## src/rtl/pinmux_pkg.sv

```systemverilog
package pinmux_pkg;

  localparam int unsigned WIDX_W = 6;
  localparam int unsigned NUM_RW = 10;

  typedef enum logic [WIDX_W-1:0] {
    RI_OWN     = 6'd0,
    RI_ALT     = 6'd1,
    RI_DOUT    = 6'd2,
    RI_OCFG_LO = 6'd3,
    RI_OCFG_HI = 6'd4,
    RI_ICA_LO  = 6'd5,
    RI_ICA_HI  = 6'd6,
    RI_ICB_LO  = 6'd7,
    RI_ICB_HI  = 6'd8,
    RI_PULL    = 6'd9,
    RI_PAD     = 6'd10
  } reg_idx_e;

  typedef enum logic [1:0] {
    OSRC_A    = 2'd0,
    OSRC_B    = 2'd1,
    OSRC_C    = 2'd2,
    OSRC_DATA = 2'd3
  } out_src_e;

  typedef enum logic [1:0] {
    IN_PAD  = 2'd0,
    IN_IRQ  = 2'd1,
    IN_LOW  = 2'd2,
    IN_HIGH = 2'd3
  } in_src_e;

  // {high word, low word}: pin p sits at bits 2p+1:2p of the pair
  function automatic logic [1:0] field_of(input logic [63:0] pair, input int unsigned pin);
    return pair[2*pin +: 2];
  endfunction

  function automatic logic out_pick(input logic [1:0] code, input logic a, input logic b,
                                    input logic c, input logic d);
    case (out_src_e'(code))
      OSRC_A:  return a;
      OSRC_B:  return b;
      OSRC_C:  return c;
      default: return d;
    endcase
  endfunction

  function automatic logic in_pick(input logic [1:0] code, input logic pad, input logic irq);
    case (in_src_e'(code))
      IN_PAD:  return pad;
      IN_IRQ:  return irq;
      IN_LOW:  return 1'b0;
      default: return 1'b1;
    endcase
  endfunction

endpackage

```

## src/rtl/pinmux_sync.sv

```systemverilog
module pinmux_sync #(
  parameter int unsigned W      = 32,
  parameter int unsigned STAGES = 2
) (
  input  logic         clk,
  input  logic         rst_n,
  input  logic [W-1:0] d,
  output logic [W-1:0] q
);
  logic [W-1:0] stage [STAGES];

  always_ff @(posedge clk or negedge rst_n) begin
    if (!rst_n) begin
      for (int i = 0; i < int'(STAGES); i++) stage[i] <= '0;
    end else begin
      stage[0] <= d;
      for (int i = 1; i < int'(STAGES); i++) stage[i] <= stage[i-1];
    end
  end

  assign q = stage[STAGES-1];
endmodule

```

## src/rtl/pinmux_regs.sv

```systemverilog
module pinmux_regs
  import pinmux_pkg::*;
#(
  parameter int unsigned PINS      = 32,
  parameter int unsigned PORT_ID   = 0,
  parameter int unsigned PORT_BITS = 3,
  localparam int unsigned ADDR_W   = PORT_BITS + WIDX_W
) (
  input  logic              clk,
  input  logic              rst_n,
  input  logic              bus_sel,
  input  logic              bus_we,
  input  logic [ADDR_W-1:0] bus_addr,
  input  logic [PINS-1:0]   bus_wdata,
  output logic [PINS-1:0]   bus_rdata,
  input  logic [PINS-1:0]   pad_sync,
  output logic [PINS-1:0]   own_q,
  output logic [PINS-1:0]   alt_q,
  output logic [PINS-1:0]   dout_q,
  output logic [PINS-1:0]   ocfg_lo,
  output logic [PINS-1:0]   ocfg_hi,
  output logic [PINS-1:0]   ica_lo,
  output logic [PINS-1:0]   ica_hi,
  output logic [PINS-1:0]   icb_lo,
  output logic [PINS-1:0]   icb_hi,
  output logic [PINS-1:0]   pull_q,
  output logic              wr_hit,
  output logic [WIDX_W-1:0] wr_idx
);
  logic              port_hit;
  logic [WIDX_W-1:0] widx;
  logic [PINS-1:0]   rf [NUM_RW];

  assign widx     = bus_addr[WIDX_W-1:0];
  assign port_hit = (bus_addr[ADDR_W-1:WIDX_W] == PORT_BITS'(PORT_ID));
  assign wr_hit   = bus_sel && bus_we && port_hit && (widx < WIDX_W'(NUM_RW));
  assign wr_idx   = widx;

  always_ff @(posedge clk or negedge rst_n) begin
    if (!rst_n) begin
      for (int i = 0; i < int'(NUM_RW); i++) rf[i] <= '0;
    end else if (wr_hit) begin
      for (int i = 0; i < int'(NUM_RW); i++)
        if (widx == WIDX_W'(i)) rf[i] <= bus_wdata;
    end
  end

  always_comb begin
    bus_rdata = '0;
    if (bus_sel && port_hit) begin
      for (int i = 0; i < int'(NUM_RW); i++)
        if (widx == WIDX_W'(i)) bus_rdata = rf[i];
      if (widx == RI_PAD) bus_rdata = pad_sync;
    end
  end

  assign own_q   = rf[RI_OWN];
  assign alt_q   = rf[RI_ALT];
  assign dout_q  = rf[RI_DOUT];
  assign ocfg_lo = rf[RI_OCFG_LO];
  assign ocfg_hi = rf[RI_OCFG_HI];
  assign ica_lo  = rf[RI_ICA_LO];
  assign ica_hi  = rf[RI_ICA_HI];
  assign icb_lo  = rf[RI_ICB_LO];
  assign icb_hi  = rf[RI_ICB_HI];
  assign pull_q  = rf[RI_PULL];
endmodule

```

## src/rtl/pinmux_lane.sv

```systemverilog
module pinmux_lane
  import pinmux_pkg::*;
(
  input  logic       own,
  input  logic       alt,
  input  logic [1:0] ocfg,
  input  logic [1:0] ica,
  input  logic [1:0] icb,
  input  logic       pri_in,
  input  logic       alt_in,
  input  logic       a_in,
  input  logic       b_in,
  input  logic       c_in,
  input  logic       data_in,
  input  logic       pad_s,
  input  logic       irq,
  output logic       pad_o,
  output logic       bus_a,
  output logic       bus_b
);
  logic gpio_drv;

  assign gpio_drv = out_pick(ocfg, a_in, b_in, c_in, data_in);

  always_comb begin
    if (own)      pad_o = gpio_drv;
    else if (alt) pad_o = alt_in;
    else          pad_o = pri_in;
  end

  assign bus_a = in_pick(ica, pad_s, irq);
  assign bus_b = in_pick(icb, pad_s, irq);
endmodule

```

## src/rtl/pinmux_port.sv

```systemverilog
module pinmux_port
  import pinmux_pkg::*;
#(
  parameter int unsigned PINS      = 32,
  parameter int unsigned PORT_ID   = 0,
  parameter int unsigned PORT_BITS = 3,
  parameter int unsigned SYNC_LEN  = 2
) (
  input  logic                          clk,
  input  logic                          rst_n,
  input  logic                          bus_sel,
  input  logic                          bus_we,
  input  logic [PORT_BITS+WIDX_W-1:0]   bus_addr,
  input  logic [PINS-1:0]               bus_wdata,
  output logic [PINS-1:0]               bus_rdata,
  input  logic [PINS-1:0]               pad_in,
  output logic [PINS-1:0]               pad_out,
  input  logic [PINS-1:0]               pri_out,
  input  logic [PINS-1:0]               alt_out,
  input  logic [PINS-1:0]               src_a,
  input  logic [PINS-1:0]               src_b,
  input  logic [PINS-1:0]               src_c,
  input  logic [PINS-1:0]               irq_stat,
  output logic [PINS-1:0]               bus_a_out,
  output logic [PINS-1:0]               bus_b_out,
  output logic [PINS-1:0]               pullup_en
);
  localparam int unsigned PAIR_W = 2 * PINS;

  logic [PINS-1:0]   pad_sync;
  logic [PINS-1:0]   own_q, alt_q, dout_q;
  logic [PINS-1:0]   ocfg_lo, ocfg_hi, ica_lo, ica_hi, icb_lo, icb_hi;
  logic              wr_hit;
  logic [WIDX_W-1:0] wr_idx;
  logic [PAIR_W-1:0] ocfg_pair, ica_pair, icb_pair;

  pinmux_sync #(.W(PINS), .STAGES(SYNC_LEN)) u_sync (
    .clk(clk), .rst_n(rst_n), .d(pad_in), .q(pad_sync)
  );

  pinmux_regs #(.PINS(PINS), .PORT_ID(PORT_ID), .PORT_BITS(PORT_BITS)) u_regs (
    .clk(clk), .rst_n(rst_n),
    .bus_sel(bus_sel), .bus_we(bus_we), .bus_addr(bus_addr),
    .bus_wdata(bus_wdata), .bus_rdata(bus_rdata), .pad_sync(pad_sync),
    .own_q(own_q), .alt_q(alt_q), .dout_q(dout_q),
    .ocfg_lo(ocfg_lo), .ocfg_hi(ocfg_hi),
    .ica_lo(ica_lo), .ica_hi(ica_hi), .icb_lo(icb_lo), .icb_hi(icb_hi),
    .pull_q(pullup_en), .wr_hit(wr_hit), .wr_idx(wr_idx)
  );

  assign ocfg_pair = {ocfg_hi, ocfg_lo};
  assign ica_pair  = {ica_hi, ica_lo};
  assign icb_pair  = {icb_hi, icb_lo};

  for (genvar p = 0; p < int'(PINS); p++) begin : g_lane
    pinmux_lane u_lane (
      .own(own_q[p]), .alt(alt_q[p]),
      .ocfg(field_of(64'(ocfg_pair), p)),
      .ica(field_of(64'(ica_pair), p)),
      .icb(field_of(64'(icb_pair), p)),
      .pri_in(pri_out[p]), .alt_in(alt_out[p]),
      .a_in(src_a[p]), .b_in(src_b[p]), .c_in(src_c[p]), .data_in(dout_q[p]),
      .pad_s(pad_sync[p]), .irq(irq_stat[p]),
      .pad_o(pad_out[p]), .bus_a(bus_a_out[p]), .bus_b(bus_b_out[p])
    );
  end
endmodule

```

## config.mk

```make
export PLATFORM = sky130hd
export DESIGN_NAME = pinmux_port
export DESIGN_NICKNAME = d
export VERILOG_FILES = /design/src/rtl/pinmux_pkg.sv /design/src/rtl/pinmux_sync.sv /design/src/rtl/pinmux_regs.sv /design/src/rtl/pinmux_lane.sv /design/src/rtl/pinmux_port.sv
export SDC_FILE = /design/constraint.sdc
export NUM_CORES = 1
export LEC_CHECK = 0
export BUFFER_PORTS_ARGS = -buffer_cell sky130_fd_sc_hd__buf_2
export CAP_MARGIN = 20
export CORE_ASPECT_RATIO = 0.6
export CORE_MARGIN = 2
export CORE_UTILIZATION = 50
export DETAILED_ROUTE_END_ITERATION = 8
export GPL_TIMING_DRIVEN = 0
export PLACE_DENSITY = 0.74
export RECOVER_POWER = 25
export REMOVE_ABC_BUFFERS = 1
export SKIP_CTS_REPAIR_TIMING = 1
export SYNTH_ARGS = -nofsm -noshare
export SYNTH_HDL_FRONTEND = slang
export SYNTH_SLANG_ARGS = --single-unit
```

## constraint.sdc

```tcl
create_clock -name clk -period 2.5 [get_ports clk]
set_input_delay 0.375 -clock clk [delete_from_list [all_inputs] [get_ports clk]]
set_output_delay 0.375 -clock clk [all_outputs]
set_load 0.005 [all_outputs]
```

==> results of run 1 <==
## cells by family (layout without fill, tap and decap cells)
kind of cell,count (synthesis),in the layout
and+or+nand+nor,260,262
DFF,384,384
AOI/OAI and AO/OA,334,334
muxes,416,416
buffers and inverters,169,640
other,0,4
## final cells by class
cell class	instances	area [sq um]	area share
well taps	513	641.9	0.02583
flip-flops and latches	384	9617	0.3870
clock buffers	58	1170	0.04707
diodes	4	10.01	0.0004028
clock inverters	10	86.33	0.003474
multi-input cells	1012	9143	0.3679
repair buffers	572	4184	0.1684
## path summary, 6_finish.rpt
check / start / end / slack [ns] / depth (start not counted)
worst max register to register: u_regs.ocfg_lo[10] / u_regs.ocfg_lo[10] / 1.52 / 1
min in group asynchronous: rst_n / u_regs.alt_q[31] / 0.39 / 2
worst min register to register: u_sync.stage[45] / u_sync.q[13] / 0.35 / 0
worst min-delay path: bus_wdata[0] / u_regs.icb_lo[0] / 0.21 / 2
max in group asynchronous: rst_n / u_regs.ocfg_lo[8] / 0.26 / 3
worst max-delay path: bus_addr[4] / bus_rdata[15] / -0.16 / 9
## stage by stage
stage	instance area [sq um]	hold WS, ns	power, uW	setup slack [ns]
after global routing	24850	0.2179	13710	-0.1982
after detailed placement	21950	0.3347	7370	-2.133
after CTS	23200	-0.1821	13180	-2.147
final	24850	0.2088	13330	-0.1562
after global placement	21120	0.3315	7307	-6.509
after floorplan	18330	0.07941	6672	-1.328
## cell usage in the layout (no fill, tap or decap), types with 33 or more instances in the layout
master and n:
mux4_2 63, buf_2 411, clkbuf_16 49, buf_4 54, o21ai_0 158, nand2b_1 36
dlygate4sd3_1 33, o22ai_1 37, dfrtp_1 378, nand2_1 124, mux2_2 311, mux2i_1 33
## metal layers
metal / global-route usage / up-vias / routed length [um]
li1: - / 6628 / -
met1: 0.4802 / 8248 / 29580
met2: 0.5119 / 1063 / 33150
met3: 0.08779 / 169 / 8482
met4: 0.1029 / 4 / 2323
met5: 0 / - / 25
## cells in the mapped netlist (2+ instances only)
cell type  count
nor3_1         3
a22oi_1       13
nor4b_4        2
o22ai_1       37
nor2_4         2
or3_1          2
nor3_2         7
o31a_1        21
or4b_1         4
a22o_1         2
nand2_1      131
mux2_1         9
a21oi_1       26
nor2_2         4
a222oi_1       3
mux4_2        63
mux2_2       311
o21ai_1       19
dfrtp_1      384
mux2i_1       33
o21bai_1      21
and4b_1        5
clkbuf_1      21
and3_1         4
nor2_1        41
nor2b_1        3
nor4_1         2
buf_2         35
buf_4        110
nand2b_1      36
o21ai_0      161
nor4_2         5
nand3_1        3
a221oi_1      21
## report_power, final
part | internal (uW) | switching (uW) | leakage (uW) | total (uW)
Sequential | 6280 | 61.8 | 0.00521 | 6340
Clock | 3350 | 2550 | 0.000612 | 5900
Combinational | 484 | 603 | 0.00594 | 1090
==> flow_summary.ini, run 1 <==
[setup_path]
worst_path_largest_cell_delay_ns = 0.61
crit_chain = buf_12 > or4b_4 > a21oi_4 > buf_12 > buf_12 > a22o_1 > o221ai_1 > a21oi_1 > buf_2
crit_fanout = 8
crit_arrival_ns = 2.28
critPathRequiredTime_ns = 2.12
crit_top_cell = buf_12
critPathKind = input port to output port
start_kind = input port
cp-end-kind = output port
path_delay_family = compound AO/OA/AOI/OAI gates
slowest_stage = or4b_4
critPathBufInv = 4

[detailed_routing]
ant_nets = 0
dr.pass1.iters = 5
vias = 16110
via_per_inst = 6.311
drt_first_iter_violations = 1948
drc = 0
routed_wl_mm = 73.56
routedWlPerCell_um = 28.81

[clock_tree]
cts_tree = done
clk_pin_slew_ns = 0.07
cts_max_level = 2
cts-root-buf = clkbuf_16
numCtsBuffers = 39
insertion_delay_ns = 0.54
cts_buffer_depth = 3
cts.sinks = 384

[synth]
synthXorXnorAreaFrac = 0
ys_types = 53
yosys-mux-area-fraction = 0.2754
synth_cells = 1563
synth.cell_area_sq_um = 19430
synth_edf_count = 0
yosysTopAreaCellShare = 0.4945
synth_ff_type = dfrtp_1
synth_top_family_by_area = multiplexers
ys_warn_count = 0
synth_seq_area_share = 0.4945
synth.avg_cell_area_sq_um = 12.43
ys_ff_latch = 384
synth-adder-area-share = 0
synth-compound-area-share = 0.1044
synth_simple_gate_area_frac = 0.06915
synth.area.top_cells = dfrtp_1 (49%), mux2_2 (18%), mux4_2 (7.3%), buf_4 (4.2%), o21ai_0 (4.1%)
yosysTopAreaCell = dfrtp_1
synthArstFlopShare = 1.000

[sta]
timing.final.crit_share = 1.062
finalHoldViolCount = 0
fin_crit_ns = 2.656
setup_ws_ns = -0.1562
setup_viol = 32
clock_skew_ns = 0.005152
max-slew-margin-rel = 0.1455
tightest_slew_ns = 1.282
max_freq_mhz = 376.5
rsz0062_at_grt = true
slew_viol_final = 0
tns_ns = -3.076

[global_route]
antenna_found_initial = 7
grt.total_usage = 0.3383
grt_max_degree = 119
grt_overflow = 0
first_global_vias = 15640
grt_pass1_wl_mm = 100.1

[floorplanning]
start_util = 0.5116
num_rows = 55
coreArea_sq_um = 37990
die_h_um = 156.7
die_area_sq_um = 40510
die_w_um = 258.5
io_pins = 429

[outcome]
violations = negative setup slack
outcome = complete, but fails checks

[place]
io_buffers = 428
placed_cells = 2366
hpwl_mm = 48.33
globalplace.congestion = 0.9179

[finish]
finish.utilization = 0.6542
nets = 2278
fin_cells = 2553
syn_to_final_growth_pct = 27.88
drive_gt1_frac = 0.5133
fillCellCount = 2819

[run]
cap_viol_max_count = 0

[hold_path]
hold_class = input port to flip-flop

[power]
pwr_density_cell_nw_per_um2 = 536.3
p_leak_uw = 0.01175
ir_worst_vdd_v = 0.0004381
No activity file was read; power rests on OpenSTA's default activity.
==> run 2: changes to the inputs <==
--- a/config.mk
+++ b/config.mk
@@ -20,2 +20,3 @@
 export SYNTH_HDL_FRONTEND = slang
 export SYNTH_SLANG_ARGS = --single-unit
+export TNS_END_PERCENT = 50
==> constraint.sdc (replaced) <==
create_clock -name clk -period 2.5 [get_ports clk]
set_input_delay 0.5 -clock clk [delete_from_list [all_inputs] [get_ports clk]]
set_output_delay 0.5 -clock clk [all_outputs]
set_load 0.005 [all_outputs]
==> flow_summary.ini, run 2 (same netlist as run 1, synthesis figures left out) <==
[setup_path]
cp-end-kind = output port
start_kind = input port
critPathRequiredTime_ns = 2.00
critPathKind = input port to output port
crit_fanout = 7
crit_arrival_ns = 2.36
startpoint = bus_addr[0]
r2r_start = u_regs.ocfg_lo[26]

[clock_tree]
clk_pin_slew_ns = 0.06
cts.sinks = 384
cts-root-buf = clkbuf_16
cts_buffer_depth = 3
numCtsBuffers = 39
cts_tree = done
insertion_delay_ns = 0.54
cts_max_level = 2

[global_route]
grt_pass1_wl_mm = 100.1
grt_overflow = 0
first_global_vias = 15640
antenna_found_initial = 7
grt.total_usage = 0.3383
grt_max_degree = 119

[power]
p_leak_uw = 0.01170
ir_worst_vdd_v = 0.0004359
pwr_density_cell_nw_per_um2 = 540.0

[detailed_routing]
routedWlPerCell_um = 28.89
dr.pass1.iters = 6
routed_wl_mm = 73.00
ant_nets = 0
vias = 15920
drt_first_iter_violations = 1673
via_per_inst = 6.301
drc = 0

[outcome]
outcome = complete, but fails checks
violations = negative setup slack

[floorplanning]
coreArea_sq_um = 37990
die_w_um = 258.5
die_area_sq_um = 40510
num_rows = 55
io_pins = 429
die_h_um = 156.7
start_util = 0.5116

[sta]
rsz0062_at_grt = true
max-slew-margin-rel = 0.2883
setup_viol = 70
timing.final.crit_share = 1.145
hold_slack_ns = 0.06479
max_freq_mhz = 349.4
tightest_slew_ns = 1.068
setup_ws_ns = -0.3618
tns_ns = -12.25
finalHoldViolCount = 0
fin_crit_ns = 2.862
clock_skew_ns = 0.007823
slew_viol_final = 0

[finish]
final_cell_mix = buf_2 (412), dfrtp_1 (379), mux2_2 (311)
syn_to_final_growth_pct = 26.93
fin_cells = 2527
nets = 2252
final_common_cell = buf_2
drive_gt1_frac = 0.5264

[run]
cap_viol_max_count = 0

[hold_path]
min_from = pad_in[13]
hold_class = input port to flip-flop

[place]
globalplace.congestion = 0.9179
hpwl_mm = 48.33
io_buffers = 428
placed_cells = 2366
run 2: area by class of cell:
cell class              count  area (sq um)
diodes                      4         10.01
clock buffers              58          1170
fillers                  2830         13320
flip-flops and latches    384          9615
well taps                 513         641.9
repair buffers            546          3960
multi-input cells        1012          9184
clock inverters            10         86.33
run 2: stage by stage:
step / total power [uW] / setup slack (ns) / cell area [sq um] / util
after floorplan: 6672 / -1.578 / 18330 / -
after global placement: 7307 / -6.759 / 21120 / 0.5559
after detailed placement: 7370 / -2.383 / 21950 / 0.5778
after CTS: 13180 / -2.397 / 23200 / 0.6109
after global routing: 13690 / -0.4064 / 24660 / 0.6492
final: 13320 / -0.3618 / 24670 / 0.6494
run 2: critical path, stage by stage:
cell and delay, ns:
buf_16 0.13, buf_16 0.15, or4b_4 0.53, a21boi_4 0.25, buf_12 0.15, buf_12 0.14, o21bai_1 0.11, o31a_1 0.17
o21ai_1 0.08, buf_2 0.13
run 2: per-layer routing:
layer | vias up | track usage | share of wire | routed length [um]
li1 | 6574 | - | - | -
met4 | 4 | 0.1029 | 0.029 | 2144
met1 | 8219 | 0.4802 | 0.41 | 30080
met5 | - | 0 | 0.00034 | 25
met3 | 141 | 0.08779 | 0.11 | 7964
met2 | 984 | 0.5119 | 0.45 | 32790
run 2: power by group:
group	leakage (uW)	internal (uW)	switching [uW]
clock	0.000612	3350	2560
sequential	0.00521	6280	61.7
combinational	0.00588	471	602
total	0.0117	10100	3220
run 2: final timing paths:
| path | endpoint | slack, ns | cells past startpoint |
|---|---|---|---|
| worst max-delay path | bus_rdata[22] | -0.36 | 10 |
| worst min-delay path | u_sync.stage[45] | 0.06 | 1 |
| worst max register to register | u_regs.ocfg_lo[26] | 1.53 | 1 |
| worst min register to register | u_sync.q[13] | 0.35 | 0 |
| max in group asynchronous | u_regs.own_q[3] | 0.12 | 4 |
| min in group asynchronous | u_regs.alt_q[31] | 0.71 | 2 |
==> run 3: changes to the inputs <==
BUFFER_PORTS_ARGS = not set   (was -buffer_cell sky130_fd_sc_hd__buf_2)
DONT_BUFFER_PORTS = 1   (was not set)
PLACE_DENSITY = not set   (was 0.74)
REMOVE_ABC_BUFFERS = not set   (was 1)
==> flow_summary.ini, run 3 (same netlist as run 1, synthesis figures left out) <==
[setup_path]
start_kind = input port
crit_arrival_ns = 2.35
critPathKind = input port to output port
worst_path_largest_cell_delay_ns = 0.40
path_delay_family = simple AND/OR/NAND/NOR gates
crit_fanout = 10
r2r-end = u_regs.ocfg_lo[29]
r2r_slack_ns = 1.55
critPathRequiredTime_ns = 2.00
startpoint = bus_addr[1]
slowest_stage = nor2b_2
reg2reg_depth = 1
crit_chain = buf_2 > nor2b_2 > o21ai_0 > a21boi_2 > and4b_1 > nor4_4
cp-end-kind = output port
r2r_start = u_regs.ocfg_lo[29]
critPathBufInv = 1

[sta]
finalHoldViolCount = 322
hold_slack_ns = -0.3418
tightest_slew_ns = 1.615
max-slew-margin-rel = -0.07687
rsz0062_at_grt = true
timing.final.crit_share = 1.140
tns_ns = -8.571
slew_viol_final = 85
max_freq_mhz = 351.0
setup_ws_ns = -0.3491
clock_skew_ns = 0.007703
setup_viol = 63
fin_crit_ns = 2.849

[power]
p_clk_frac = 0.463
p_leak_uw = 0.01019
pwr_density_cell_nw_per_um2 = 575.8
combinationalPowerShare = 0.048
p_seq_frac = 0.489
switching_share = 0.2256
power_switching_uw = 2930
p_int_uw = 10060
ir_worst_vdd_v = 0.0003943

[floorplanning]
start_util = 0.5116
die_area_sq_um = 40510
num_rows = 55
io_pins = 429
die_h_um = 156.7
coreArea_sq_um = 37990
die_w_um = 258.5

[detailed_routing]
vias = 14730
drt_first_iter_violations = 1637
routed_wl_mm = 73.21
routedWlPerCell_um = 33.14
drc = 0
dr.pass1.iters = 6
via_per_inst = 6.668
ant_nets = 0

[finish]
seqCellArea_sq_um = 9612
fillCellCount = 3144
syn_to_final_growth_pct = 16.10
fin_cells = 2209
nets = 1935
final_common_cell = dfrtp_1
multiInputGateArea_sq_um = 9080
finish.utilization = 0.5939
final_cell_mix = dfrtp_1 (382), mux2_2 (311), o21ai_0 (157)
drive_gt1_frac = 0.4165

[run]
cap_viol_max_count = 0

[place]
globalplace.congestion = 0.9259
hpwl_mm = 52.76
placed_cells = 2077
io_buffers = 0

[clock_tree]
cts_tree = done
clk_pin_slew_ns = 0.06
cts.sinks = 384
cts_max_level = 2
cts-root-buf = clkbuf_16
cts_buffer_depth = 3
insertion_delay_ns = 0.55
numCtsBuffers = 39

[global_route]
grt.total_usage = 0.3509
grt_max_degree = 385
antenna_found_initial = 2
first_global_vias = 13810
grt_overflow = 0
grt_pass1_wl_mm = 100.3

[synth]
syn-num-nets = 1832

[hold_path]
hold_class = input port to asynchronous set/reset pin

[outcome]
outcome = complete, but fails checks
violations = negative hold slack, max-slew violations, negative setup slack
-- run 3: cell types whose count changed in the layout (fill, tap and decap cells not counted), moves of 8 or more --
cell,previous run,this run
buf_2,412,27
dlygate4sd3_1,1,32
o21ai_2,12,22
clkbuf_1,18,10
clkbuf_4,1,9
clkbuf_16,51,43
o21ai_1,10,1
buf_16,18,0
buf_6,6,16
buf_12,28,6
a21oi_2,11,3
buf_4,59,128
-- run 3: routing by layer --
metal  up-vias  track usage  share of wire
li1       5953            -              -
met1      7694       0.5108           0.43
met2       938       0.5008           0.43
met3       145       0.1168           0.12
met4         0      0.09469          0.028
met5         -            0              0
-- run 3: power by group through the flow --
stage	clock, uW	combinational, uW	sequential [uW]
after detailed placement	0	518	6460
after global placement	0	515	6460
after global routing	6310	664	6350
final	6010	629	6350
after floorplan	0	391	6430
after CTS	6060	520	6350
-- run 3: final cells by class --
type | count | share of cell area
clock buffer | 59 | 0.05202
timing repair buffer | 63 | 0.02862
multi-input combinational | 1010 | 0.4025
tap | 513 | 0.02845
buffer | 168 | 0.05734
antenna | 1 | 0.0001109
clock inverter | 11 | 0.004991
sequential | 384 | 0.4260
-- run 3: worst max-delay path by stage --
stage                                to  slack, ns  cells after the start
after global placement    bus_rdata[15]      -1.35                      6
final                      bus_rdata[9]      -0.35                      6
after global routing       bus_rdata[9]      -0.38                      6
after CTS                 bus_rdata[13]      -1.10                      6
after floorplan           bus_rdata[13]      -0.04                      8
after detailed placement  bus_rdata[13]      -1.10                      6
-- run 3: metrics by stage --
step	cell area (sq um)	power [uW]	setup WS, ns
after floorplan	19450	6819	-0.03656
after detailed placement	20100	6982	-1.101
final	22560	12990	-0.3491
after CTS	21390	12920	-1.098
after global placement	20100	6977	-1.346
after global routing	22560	13320	-0.3846
